==> src/rtl/bt_window_pkg.sv <==
package bt_window_pkg;
  typedef enum logic [1:0] {
    OFF_STAT = 2'd0,
    OFF_DATA = 2'd1,
    OFF_MASK = 2'd2,
    OFF_RSVD = 2'd3
  } win_off_e;

  localparam int BIT_CLR_WR = 0;
  localparam int BIT_CLR_RD = 1;
  localparam int BIT_H2B    = 2;
  localparam int BIT_B2H    = 3;
  localparam int BIT_SMS    = 4;
  localparam int BIT_OEM    = 5;
  localparam int BIT_HBUSY  = 6;
  localparam int BIT_BBUSY  = 7;
  localparam int BIT_HWRST  = 7;
endpackage

==> src/rtl/bt_ptr.sv <==
module bt_ptr #(
  parameter int LIMIT = 64,
  localparam int PW = $clog2(LIMIT) + 1
) (
  input  logic          clk,
  input  logic          rst_n,
  input  logic          clr,
  input  logic          adv,
  output logic [PW-1:0] ptr,
  output logic          at_end
);
  logic [PW-1:0] ptr_d;
  logic          ptr_en;

  assign at_end = (ptr == PW'(LIMIT));

  always_comb begin
    ptr_en = clr | (adv & ~at_end);
    ptr_d  = ptr;
    if (clr) ptr_d = '0;
    else if (adv & ~at_end) ptr_d = ptr + PW'(1);
  end

  always_ff @(posedge clk or negedge rst_n) begin
    if (!rst_n) ptr <= '0;
    else if (ptr_en) ptr <= ptr_d;
  end
endmodule

==> src/rtl/bt_h2b_buf.sv <==
module bt_h2b_buf #(
  parameter int DEPTH = 64,
  localparam int AW = $clog2(DEPTH),
  localparam int PW = AW + 1
) (
  input  logic          clk,
  input  logic          rst_n,
  input  logic          ptr_clr,
  input  logic          wr_en,
  input  logic [7:0]    wr_data,
  input  logic [AW-1:0] rd_addr,
  output logic [7:0]    rd_data,
  output logic [PW-1:0] count
);
  logic [7:0] mem [DEPTH];
  logic       at_end;
  logic       mem_we;

  bt_ptr #(.LIMIT(DEPTH)) u_ptr (
    .clk(clk), .rst_n(rst_n), .clr(ptr_clr), .adv(wr_en),
    .ptr(count), .at_end(at_end)
  );

  assign mem_we = wr_en & ~at_end;

  always_ff @(posedge clk) begin
    if (mem_we) mem[count[AW-1:0]] <= wr_data;
  end

  assign rd_data = mem[rd_addr];
endmodule

==> src/rtl/bt_c2h_buf.sv <==
module bt_c2h_buf #(
  parameter int DEPTH = 64,
  localparam int AW = $clog2(DEPTH),
  localparam int PW = AW + 1
) (
  input  logic          clk,
  input  logic          rst_n,
  input  logic          ptr_clr,
  input  logic          rd_en,
  output logic [7:0]    rd_data,
  input  logic          wr_en,
  input  logic [AW-1:0] wr_addr,
  input  logic [7:0]    wr_data
);
  logic [7:0]    mem [DEPTH];
  logic [PW-1:0] rptr;
  logic          at_end;

  bt_ptr #(.LIMIT(DEPTH)) u_ptr (
    .clk(clk), .rst_n(rst_n), .clr(ptr_clr), .adv(rd_en),
    .ptr(rptr), .at_end(at_end)
  );

  always_ff @(posedge clk) begin
    if (wr_en) mem[wr_addr] <= wr_data;
  end

  assign rd_data = at_end ? 8'h00 : mem[rptr[AW-1:0]];
endmodule

==> src/rtl/bt_flags.sv <==
module bt_flags
  import bt_window_pkg::*;
(
  input  logic       clk,
  input  logic       rst_n,
  input  logic       stat_we,
  input  logic [6:2] wbits,
  input  logic       ctl_set_b2h,
  input  logic       ctl_set_sms,
  input  logic       ctl_set_oem,
  input  logic       ctl_set_bbusy,
  input  logic       ctl_clr_bbusy,
  input  logic       ctl_clr_h2b,
  output logic [7:0] status
);
  logic h2b_q, b2h_q, sms_q, oem_q, hbusy_q, bbusy_q;
  logic h2b_d, b2h_d, sms_d, oem_d, hbusy_d, bbusy_d;
  logic [6:2] hw1;

  assign hw1 = wbits & {5{stat_we}};

  always_comb begin
    h2b_d   = (h2b_q & ~ctl_clr_h2b) | hw1[BIT_H2B];
    b2h_d   = (b2h_q & ~hw1[BIT_B2H]) | ctl_set_b2h;
    sms_d   = (sms_q & ~hw1[BIT_SMS]) | ctl_set_sms;
    oem_d   = (oem_q & ~hw1[BIT_OEM]) | ctl_set_oem;
    hbusy_d = hbusy_q ^ hw1[BIT_HBUSY];
    bbusy_d = (bbusy_q & ~ctl_clr_bbusy) | ctl_set_bbusy;
  end

  always_ff @(posedge clk or negedge rst_n) begin
    if (!rst_n) begin
      h2b_q   <= 1'b0;
      b2h_q   <= 1'b0;
      sms_q   <= 1'b0;
      oem_q   <= 1'b0;
      hbusy_q <= 1'b0;
      bbusy_q <= 1'b0;
    end else begin
      h2b_q   <= h2b_d;
      b2h_q   <= b2h_d;
      sms_q   <= sms_d;
      oem_q   <= oem_d;
      hbusy_q <= hbusy_d;
      bbusy_q <= bbusy_d;
    end
  end

  always_comb begin
    status            = '0;
    status[BIT_H2B]   = h2b_q;
    status[BIT_B2H]   = b2h_q;
    status[BIT_SMS]   = sms_q;
    status[BIT_OEM]   = oem_q;
    status[BIT_HBUSY] = hbusy_q;
    status[BIT_BBUSY] = bbusy_q;
  end
endmodule

==> src/rtl/bt_window.sv <==
module bt_window
  import bt_window_pkg::*;
#(
  parameter int DEPTH = 64,
  localparam int AW = $clog2(DEPTH),
  localparam int PW = AW + 1
) (
  input  logic          clk,
  input  logic          rst_n,
  input  logic          host_cs,
  input  logic          host_we,
  input  logic [1:0]    host_addr,
  input  logic [7:0]    host_wdata,
  output logic [7:0]    host_rdata,
  input  logic          ctl_set_b2h,
  input  logic          ctl_set_sms,
  input  logic          ctl_set_oem,
  input  logic          ctl_set_bbusy,
  input  logic          ctl_clr_bbusy,
  input  logic          ctl_clr_h2b,
  input  logic [AW-1:0] ctl_h2b_addr,
  output logic [7:0]    ctl_h2b_data,
  output logic [PW-1:0] ctl_h2b_count,
  input  logic          ctl_c2h_we,
  input  logic [AW-1:0] ctl_c2h_addr,
  input  logic [7:0]    ctl_c2h_data,
  output logic [7:0]    ctl_status,
  output logic          ctl_hw_reset
);
  logic [1:0] rst_pipe;
  logic       rst_sync_n;
  logic       acc_wr, acc_rd;
  logic       stat_we, data_we, mask_we, data_rd;
  logic       clr_wr_ptr, clr_rd_ptr;
  logic [7:0] mask_q;
  logic [7:0] c2h_byte;
  logic [7:0] rdata_d;
  win_off_e   off;

  always_ff @(posedge clk or negedge rst_n) begin
    if (!rst_n) rst_pipe <= 2'b00;
    else        rst_pipe <= {rst_pipe[0], 1'b1};
  end
  assign rst_sync_n = rst_pipe[1];

  assign off     = win_off_e'(host_addr);
  assign acc_wr  = host_cs & host_we;
  assign acc_rd  = host_cs & ~host_we;
  assign stat_we = acc_wr & (off == OFF_STAT);
  assign data_we = acc_wr & (off == OFF_DATA);
  assign mask_we = acc_wr & (off == OFF_MASK);
  assign data_rd = acc_rd & (off == OFF_DATA);

  assign clr_wr_ptr = stat_we & host_wdata[BIT_CLR_WR];
  assign clr_rd_ptr = stat_we & host_wdata[BIT_CLR_RD];

  bt_flags u_flags (
    .clk(clk), .rst_n(rst_sync_n),
    .stat_we(stat_we), .wbits(host_wdata[6:2]),
    .ctl_set_b2h(ctl_set_b2h), .ctl_set_sms(ctl_set_sms),
    .ctl_set_oem(ctl_set_oem), .ctl_set_bbusy(ctl_set_bbusy),
    .ctl_clr_bbusy(ctl_clr_bbusy), .ctl_clr_h2b(ctl_clr_h2b),
    .status(ctl_status)
  );

  bt_h2b_buf #(.DEPTH(DEPTH)) u_h2b (
    .clk(clk), .rst_n(rst_sync_n),
    .ptr_clr(clr_wr_ptr), .wr_en(data_we), .wr_data(host_wdata),
    .rd_addr(ctl_h2b_addr), .rd_data(ctl_h2b_data), .count(ctl_h2b_count)
  );

  bt_c2h_buf #(.DEPTH(DEPTH)) u_c2h (
    .clk(clk), .rst_n(rst_sync_n),
    .ptr_clr(clr_rd_ptr), .rd_en(data_rd), .rd_data(c2h_byte),
    .wr_en(ctl_c2h_we), .wr_addr(ctl_c2h_addr), .wr_data(ctl_c2h_data)
  );

  always_ff @(posedge clk or negedge rst_sync_n) begin
    if (!rst_sync_n) mask_q <= '0;
    else if (mask_we) mask_q <= host_wdata;
  end
  assign ctl_hw_reset = mask_q[BIT_HWRST];

  always_comb begin
    unique case (off)
      OFF_STAT: rdata_d = ctl_status;
      OFF_DATA: rdata_d = c2h_byte;
      OFF_MASK: rdata_d = mask_q;
      default:  rdata_d = 8'h00;
    endcase
  end

  always_ff @(posedge clk or negedge rst_sync_n) begin
    if (!rst_sync_n) host_rdata <= '0;
    else if (acc_rd) host_rdata <= rdata_d;
  end
endmodule

==> config.mk <==
export PLATFORM = sky130hd
export DESIGN_NAME = bt_window
export DESIGN_NICKNAME = d
export VERILOG_FILES = /design/src/rtl/bt_window_pkg.sv /design/src/rtl/bt_ptr.sv /design/src/rtl/bt_h2b_buf.sv /design/src/rtl/bt_c2h_buf.sv /design/src/rtl/bt_flags.sv /design/src/rtl/bt_window.sv
export SDC_FILE = /design/constraint.sdc
export NUM_CORES = 1
export LEC_CHECK = 0
export ABC_AREA = 1
export BUFFER_PORTS_ARGS = -buffer_cell sky130_fd_sc_hd__buf_2
export CAP_MARGIN = 0
export CORE_AREA = 4 4 390 392
export DETAILED_ROUTE_END_ITERATION = 6
export DIE_AREA = 0 0 394 396
export RECOVER_POWER = 50
export SLEW_MARGIN = 20
export SYNTH_ARGS = -nofsm -noshare
export SYNTH_HDL_FRONTEND = slang
export SYNTH_HIERARCHICAL = 1
export SYNTH_SLANG_ARGS = --single-unit
export TNS_END_PERCENT = 20
==> constraint.sdc <==
create_clock -name clk -period 1.2 [get_ports clk]
set_input_delay 0.12 -clock clk [delete_from_list [all_inputs] [get_ports clk]]
set_output_delay 0.12 -clock clk [all_outputs]
set_load 0.03 [all_outputs]
== Word level (Yosys, flattened, before mapping) ==
Memories as Yosys holds them, arrays and structs flattened.
Index checks and enable logic that the tools add are counted.

* Equal/unequal tests: 4
* Bitwise operators: 32
* Add/subtract/negate cells: 2
* Mux-type cells: 10
* Reduce and logical (&&, ||, !) cells: 5

{| class="wikitable"
|+ Operators by type and width
! cell !! number
|-
| $mux W7 || 4
|-
| $pmux W8 S3 || 1
|-
| $and A1 B1 Y1 || 15
|-
| $add A7 B1 Y7 const B || 2
|-
| $eq A7 B7 Y1 const B || 2
|-
| $mux W8 || 1
|-
| $not A1 Y1 || 8
|-
| $or A1 B1 Y1 || 7
|-
| $and A5 B5 Y5 || 1
|-
| $mux W1 || 4
|-
| $reduce_and A2 Y1 || 2
|-
| $reduce_bool A2 Y1 || 2
|-
| $eq A2 B1 Y1 const B || 1
|-
| $eq A2 B2 Y1 const B || 1
|-
| $logic_not A2 Y1 || 1
|-
| $xor A1 B1 Y1 || 1
|}

* Memories kept: 2
* Word-level logic and storage cells: 66
* Output and inout bits: 32
* Bits in writable memories: 1,024
* Register bits after elaboration: 38
* Bits of input ports: 41

{| class="wikitable"
|+ Memory list
! name !! words !! bits a word !! rd ports !! clocked after memory_dff !! write ports !! RTL line !! RTL
|-
| u_c2h.mem || 64 || 8 || 1 || 0 || 1 || bt_c2h_buf.sv:15 || <nowiki>logic [7:0] mem [DEPTH];</nowiki>
|-
| u_h2b.mem || 64 || 8 || 1 || 0 || 1 || bt_h2b_buf.sv:15 || <nowiki>logic [7:0] mem [DEPTH];</nowiki>
|}

== Logic depth before layout (Yosys ltp) ==
* Word-level depth: 6
* Depth in mapped cells: 16
* Mapped depth without buffers: 13

== Modules after synthesis ==
The synthesis kept the hierarchy.

{| class="wikitable"
|+ By module, submodules not included
! module !! times used !! area each (µm²) !! seq. area each (µm²) !! cells an instance
|-
| bt_h2b_buf || 1 || 21,089.0 || 15,374.7 || 1,795
|-
| bt_c2h_buf || 1 || 21,086.5 || 15,374.7 || 1,798
|-
| bt_window || 1 || 963.4 || 450.4 || 118
|-
| bt_ptr || 2 || 440.4 || 175.2 || 62
|-
| bt_flags || 1 || 302.8 || 150.1 || 37
|}

== Worst setup path before layout ==
Ideal clock, no wire load.

* Path kind: register to register
* Start point: register u_h2b.u_ptr.ptr[0]
* End point: memory u_h2b.mem[12][0], enable pin
* Slack: -1.338 ns
* Library setup time: 0.371 ns
* Period minus slack after synthesis: 2.538 ns
* Data arrival time: 2.168 ns
* Required time: 0.829 ns
* Path buffers: 0
* Stages on the path, launching flop included: 10
* Cell sequence: dfrtp_1 -> inv_1 -> ha_1 -> nand2_1 -> inv_1 -> nand3_2 -> inv_1 -> nor2_1 -> nand4_1 -> nor2_1

* Word-level cells in the longest chain between the ends: 5

{| class="wikitable"
|+ RTL lines
! what !! RTL line !! RTL
|-
| from (decl) || bt_ptr.sv:9 || <nowiki>output logic [PW-1:0] ptr,</nowiki>
|-
| from (signal assigned) || bt_ptr.sv:26 || <nowiki>else if (ptr_en) ptr <= ptr_d;</nowiki>
|-
| $eq A7 B7 Y1 || bt_ptr.sv:15 || <nowiki>assign at_end = (ptr == PW'(LIMIT));</nowiki>
|-
| named net u_h2b.at_end || bt_h2b_buf.sv:16 || <nowiki>logic at_end;</nowiki>
|-
| $not A1 Y1 || bt_h2b_buf.sv:24 || <nowiki>assign mem_we = wr_en & ~at_end;</nowiki>
|-
| $and A1 B1 Y1 || bt_h2b_buf.sv:24 ||
|-
| $mux W1 || bt_h2b_buf.sv:27 || <nowiki>if (mem_we) mem[count[AW-1:0]] <= wr_data;</nowiki>
|-
| $mux W1 (implied by the code) || bt_h2b_buf.sv:27 ||
|-
| to (decl) || bt_h2b_buf.sv:15 ||
|}

The timed path passes the listed nets, and every way through them passes these cells.

== Worst setup path in the final report ==
* Start point: register u_c2h.u_ptr.ptr[0]
* End point: register host_rdata[7]

* Word-level cells in the longest chain between the ends: 3
* Elaborated cells on any way between the ends: 4
* Those cells by class: eq/ne (1); mux (2); memory (1)

{| class="wikitable"
|+ RTL lines
! what !! RTL line !! RTL
|-
| from (decl) || bt_ptr.sv:9 ||
|-
| from (signal assigned) || bt_ptr.sv:26 ||
|-
| $mem_v2 Z64 W8 or $eq A7 B7 Y1 (tied branches) || -- ||
|-
| $mux W8 * || bt_c2h_buf.sv:28 || <nowiki>assign rd_data = at_end ? 8'h00 : mem[rptr[AW-1:0]];</nowiki>
|-
| named net c2h_byte[7] || bt_window.sv:36 || <nowiki>logic [7:0] c2h_byte;</nowiki>
|-
| $pmux W8 S3 * || bt_window.sv:85 || <nowiki>unique case (off)</nowiki>
|-
| to (signal assigned) || bt_window.sv:95 || <nowiki>else if (acc_rd) host_rdata <= rdata_d;</nowiki>
|-
| to (decl) || bt_window.sv:14 || <nowiki>output logic [7:0] host_rdata,</nowiki>
|}

Mark *: on every way through the listed nets, which the timed path passes. The rest lies on a longest branch.
A chain may end at the register's enable or synchronous reset.

==> reports/metrics.yaml <==
timing:
  fin_ws_ns: -1.05
  min_period_over_period_pct: 187
  skew_ns: 0.0400
  finalHoldViolCount: 1
  tns_ns: -433.60
  drv_slew: 0
  slew_headroom_pct: 32.4
  worst_slew_pin_slew_ns: 1.01
  holdWs_ns: -0.0101
  rsz0062_at_grt: "yes"
  setup-violations-final: 731
  min_period_ns: 2.25
  clock.fmax_mhz: 445
worst_setup_path:
  regToRegEndpoint: "host_rdata[7]$_DFFE_PN0P_"
  rrSetupSlack_ns: -1.05
  reg2reg_depth: 15
  crit_type: "flip-flop to flip-flop"
  worstPathArrival_ns: 2.91
  path_max_fanout: 13
  critPathCaptureType: "flip-flop"
  r2r-start: "u_c2h/u_ptr/ptr[0]$_DFFE_PN0P_"
  startpoint_type: "flip-flop"
  crit_required_ns: 1.86
routing:
  num_vias: 30785
  ant_nets: 0
  route.detailed.drc: 0
  wl_um: 124000
  wl_per_cell_um: 19.5
  drtIter0Drc: 2981
  drtPass1Iterations: 5
  vias_per_cell: 4.87
synthesis:
  ys_async_sr_fraction_pct: 3.58
  synth_edf_count: 1024
  synthCells: 3872
  seq_area_frac_synth_pct: 71.5
  ys_warn_count: 6
  ys_ff_latch: 1062
  synthesis.area_sq_um: 44300
  synthFlopType: "edfxtp_1"
  synth_cell_types: 33
  synth_area_per_cell_sq_um: 11.4
cts:
  h-tree-depth: 3
  cts_buffers: 106
  clock_latency_ns: 0.73
  cts_tree: "done"
  clockRootBuffer: "clkbuf_16"
  cts_buffer_depth: 3
  clk_pin_slew_ns: 0.07
  cts_num_sinks: 1062
placed_design:
  gp_congestion: 0.862
  post-dp-hpwl_um: 76300
  place_inst: 6052
  portBuffers: 70
  place_area_sq_um: 49800
grt:
  grt_max_degree: 65
  track_usage_pct: 15.3
  antenna_found_initial: 6
  grt_pass1_vias: 29703
  grt_first_pass_wirelength_um: 185000
  overflow: 0
power_and_ir_drop:
  swShare_pct: 29.3
  power_density_nw_per_um2: 1700
  p_leak_nw: 20.6
  vdd_drop_max_mv: 1.08
  p_total_mw: 95.5
  p_sw_mw: 28.0
  power.internal_mw: 67.6
  seqPwrFrac_pct: 43.3
  power_frac_comb_pct: 22.4
  pwr-share-clk_pct: 34.3
final_layout:
  synthToLayoutAreaGrowth_pct: 26.5
  multi_input_area_sq_um: 12700
  final_cells: 6319
  register_area_sq_um: 31700
  finish.instance_area_sq_um: 56100
  drive_gt1_share_pct: 23.6
  postLayoutCoreUtil_pct: 37.7
  nets: 4334
  nFillCells: 14144
die:
  rows: 142
  coreArea_sq_um: 149000
  ios: 73
  die_h_um: 396
  die_w_um: 394
  design.die.area_sq_um: 156000
  start_util_pct: 29.8
min_path:
  min_path_cells: 6
  hold_end: "host_rdata[0]$_DFFE_PN0P_"
  min_from: "host_addr[0]"
  hold_path.class: "input port to flip-flop"
run_status:
  violations: "negative hold slack, negative setup slack"
  outcome: "complete, but fails checks"
run:
  cap_violations: 0
[layout by cell type (no fill, tap or decap), drive strengths merged]
cell and count:
a21oi 8, inv 66, nand3 919, nor2 143
bufinv 9, bufbuf 3, nand4 21, clkinvlp 8
nor4 8, diode 2, clkbuf 203, edfxtp 1024
dlygate4sd3 30, ha 4, clkinv 52, nand2 1384
nor3 2, conb 3, o21bai 1, xor2 2
dfrtp 38, buf 432, o21ai 13
[worst max-delay path by stage]
stage | startpoint | endpoint | slack, ns
floorplan | u_h2b/u_ptr/ptr[0]$_DFFE_PN0P_ | u_h2b/mem[12][0]$_DFFE_PP_ | -1.29
global placement | u_c2h/u_ptr/ptr[0]$_DFFE_PN0P_ | host_rdata[7]$_DFFE_PN0P_ | -1.18
detailed placement | u_c2h/u_ptr/ptr[0]$_DFFE_PN0P_ | host_rdata[7]$_DFFE_PN0P_ | -1.23
CTS | u_c2h/u_ptr/ptr[0]$_DFFE_PN0P_ | host_rdata[1]$_DFFE_PN0P_ | -1.04
global route | u_c2h/u_ptr/ptr[0]$_DFFE_PN0P_ | host_rdata[7]$_DFFE_PN0P_ | -1.12
finish | u_c2h/u_ptr/ptr[0]$_DFFE_PN0P_ | host_rdata[7]$_DFFE_PN0P_ | -1.05
[cell usage after synthesis (5+ instances only)]
cell | count | share of area, %
buf_2 | 78 | 0.88
nor2_1 | 141 | 1.2
inv_2 | 5 | 0.042
buf_1 | 37 | 0.31
buf_6 | 49 | 1.2
inv_4 | 5 | 0.071
nand2_2 | 5 | 0.071
nand3_1 | 916 | 10
nand2_1 | 1377 | 12
o21ai_2 | 8 | 0.16
buf_4 | 37 | 0.63
dfrtp_1 | 38 | 2.1
edfxtp_1 | 1024 | 69
nand4_1 | 21 | 0.30
nor4_1 | 8 | 0.11
clkbuf_1 | 29 | 0.25
a21oi_1 | 8 | 0.090
inv_1 | 56 | 0.47
[worst max-delay path: stages, from the launching register on]
cell	delay (ns)
dfrtp_4	0.49
buf_12	0.15
bufbuf_16	0.29
nand2_1	0.06
nand3_1	0.08
nand3_1	0.10
nand2_1	0.12
nand2_1	0.07
nand3_2	0.12
nand3_2	0.14
a21oi_4	0.21
buf_4	0.13
nand3_1	0.07
nand3_1	0.09
nand2_1	0.05
nand2_1	0.06
[cells by family after synthesis]
logic type | Yosys count | synth area share, %
fa+ha+maj | 4 | 0.113
buf+inv | 303 | 4.08
flops | 1062 | 71.5
simple gates | 2477 | 23.9
compound gates | 22 | 0.322
xor+xnor | 2 | 0.0395
other cells | 2 | 0.0169
[routing by layer]
layer	wire (um)	share of wire (%)	up-vias	global-route usage [%]
met3	9810	7.9	172	3.27
met2	57400	46	1155	24.3
met5	26	0.021	-	0
met1	53600	43	15081	21.2
met4	2720	2.2	4	4.36
li1	-	-	14373	-
[per-stage QoR]
stage / setup slack, ns / hold slack, ns
after global placement: -1.18 / -0.0953
after CTS: -1.04 / -0.0580
after global routing: -1.12 / 0.00944
final: -1.05 / -0.0101
after floorplan: -1.29 / -0.176
after detailed placement: -1.23 / -0.0930
[flip-flops by register name, summed over array words and instances, names as in the netlist, 2 cells and up]
register         flops
mask_q               8
rst_pipe             2
u_h2b/mem          512
host_rdata           8
u_h2b/u_ptr/ptr      7
u_c2h/mem          512
u_c2h/u_ptr/ptr      7
[layout make-up]
| class | count | share of cell area, % |
|---|---|---|
| sequential | 1062 | 56.5 |
| tap | 1944 | 4.34 |
| multi-input combinational | 2508 | 22.6 |
| inverter | 69 | 0.538 |
| timing repair buffer | 542 | 9.78 |
| clock buffer | 126 | 4.94 |
| antenna | 2 | 0.00892 |
| clock inverter | 66 | 1.21 |
[power by group through the flow]
stage	Sequential, mW	Combinational (mW)	Clock, mW
final	41.4	21.4	32.8
after global routing	41.4	23.0	35.0
after CTS	41.4	20.3	33.4
after floorplan	42.4	9.96	0
after global placement	42.1	17.8	0
after detailed placement	42.1	17.9	0
[repair_timing]
item                                    in CTS  in global routing
hold buffers                                30                  0
gates resized for setup                    241                247
cloned                                      12                  3
setup buffers                               17                 12
endpoints found under the setup margin     564                564
pin swaps                                   95                117
endpoints found under the hold margin      799                  0
Note: power is estimated with default switching activity, not from simulation.
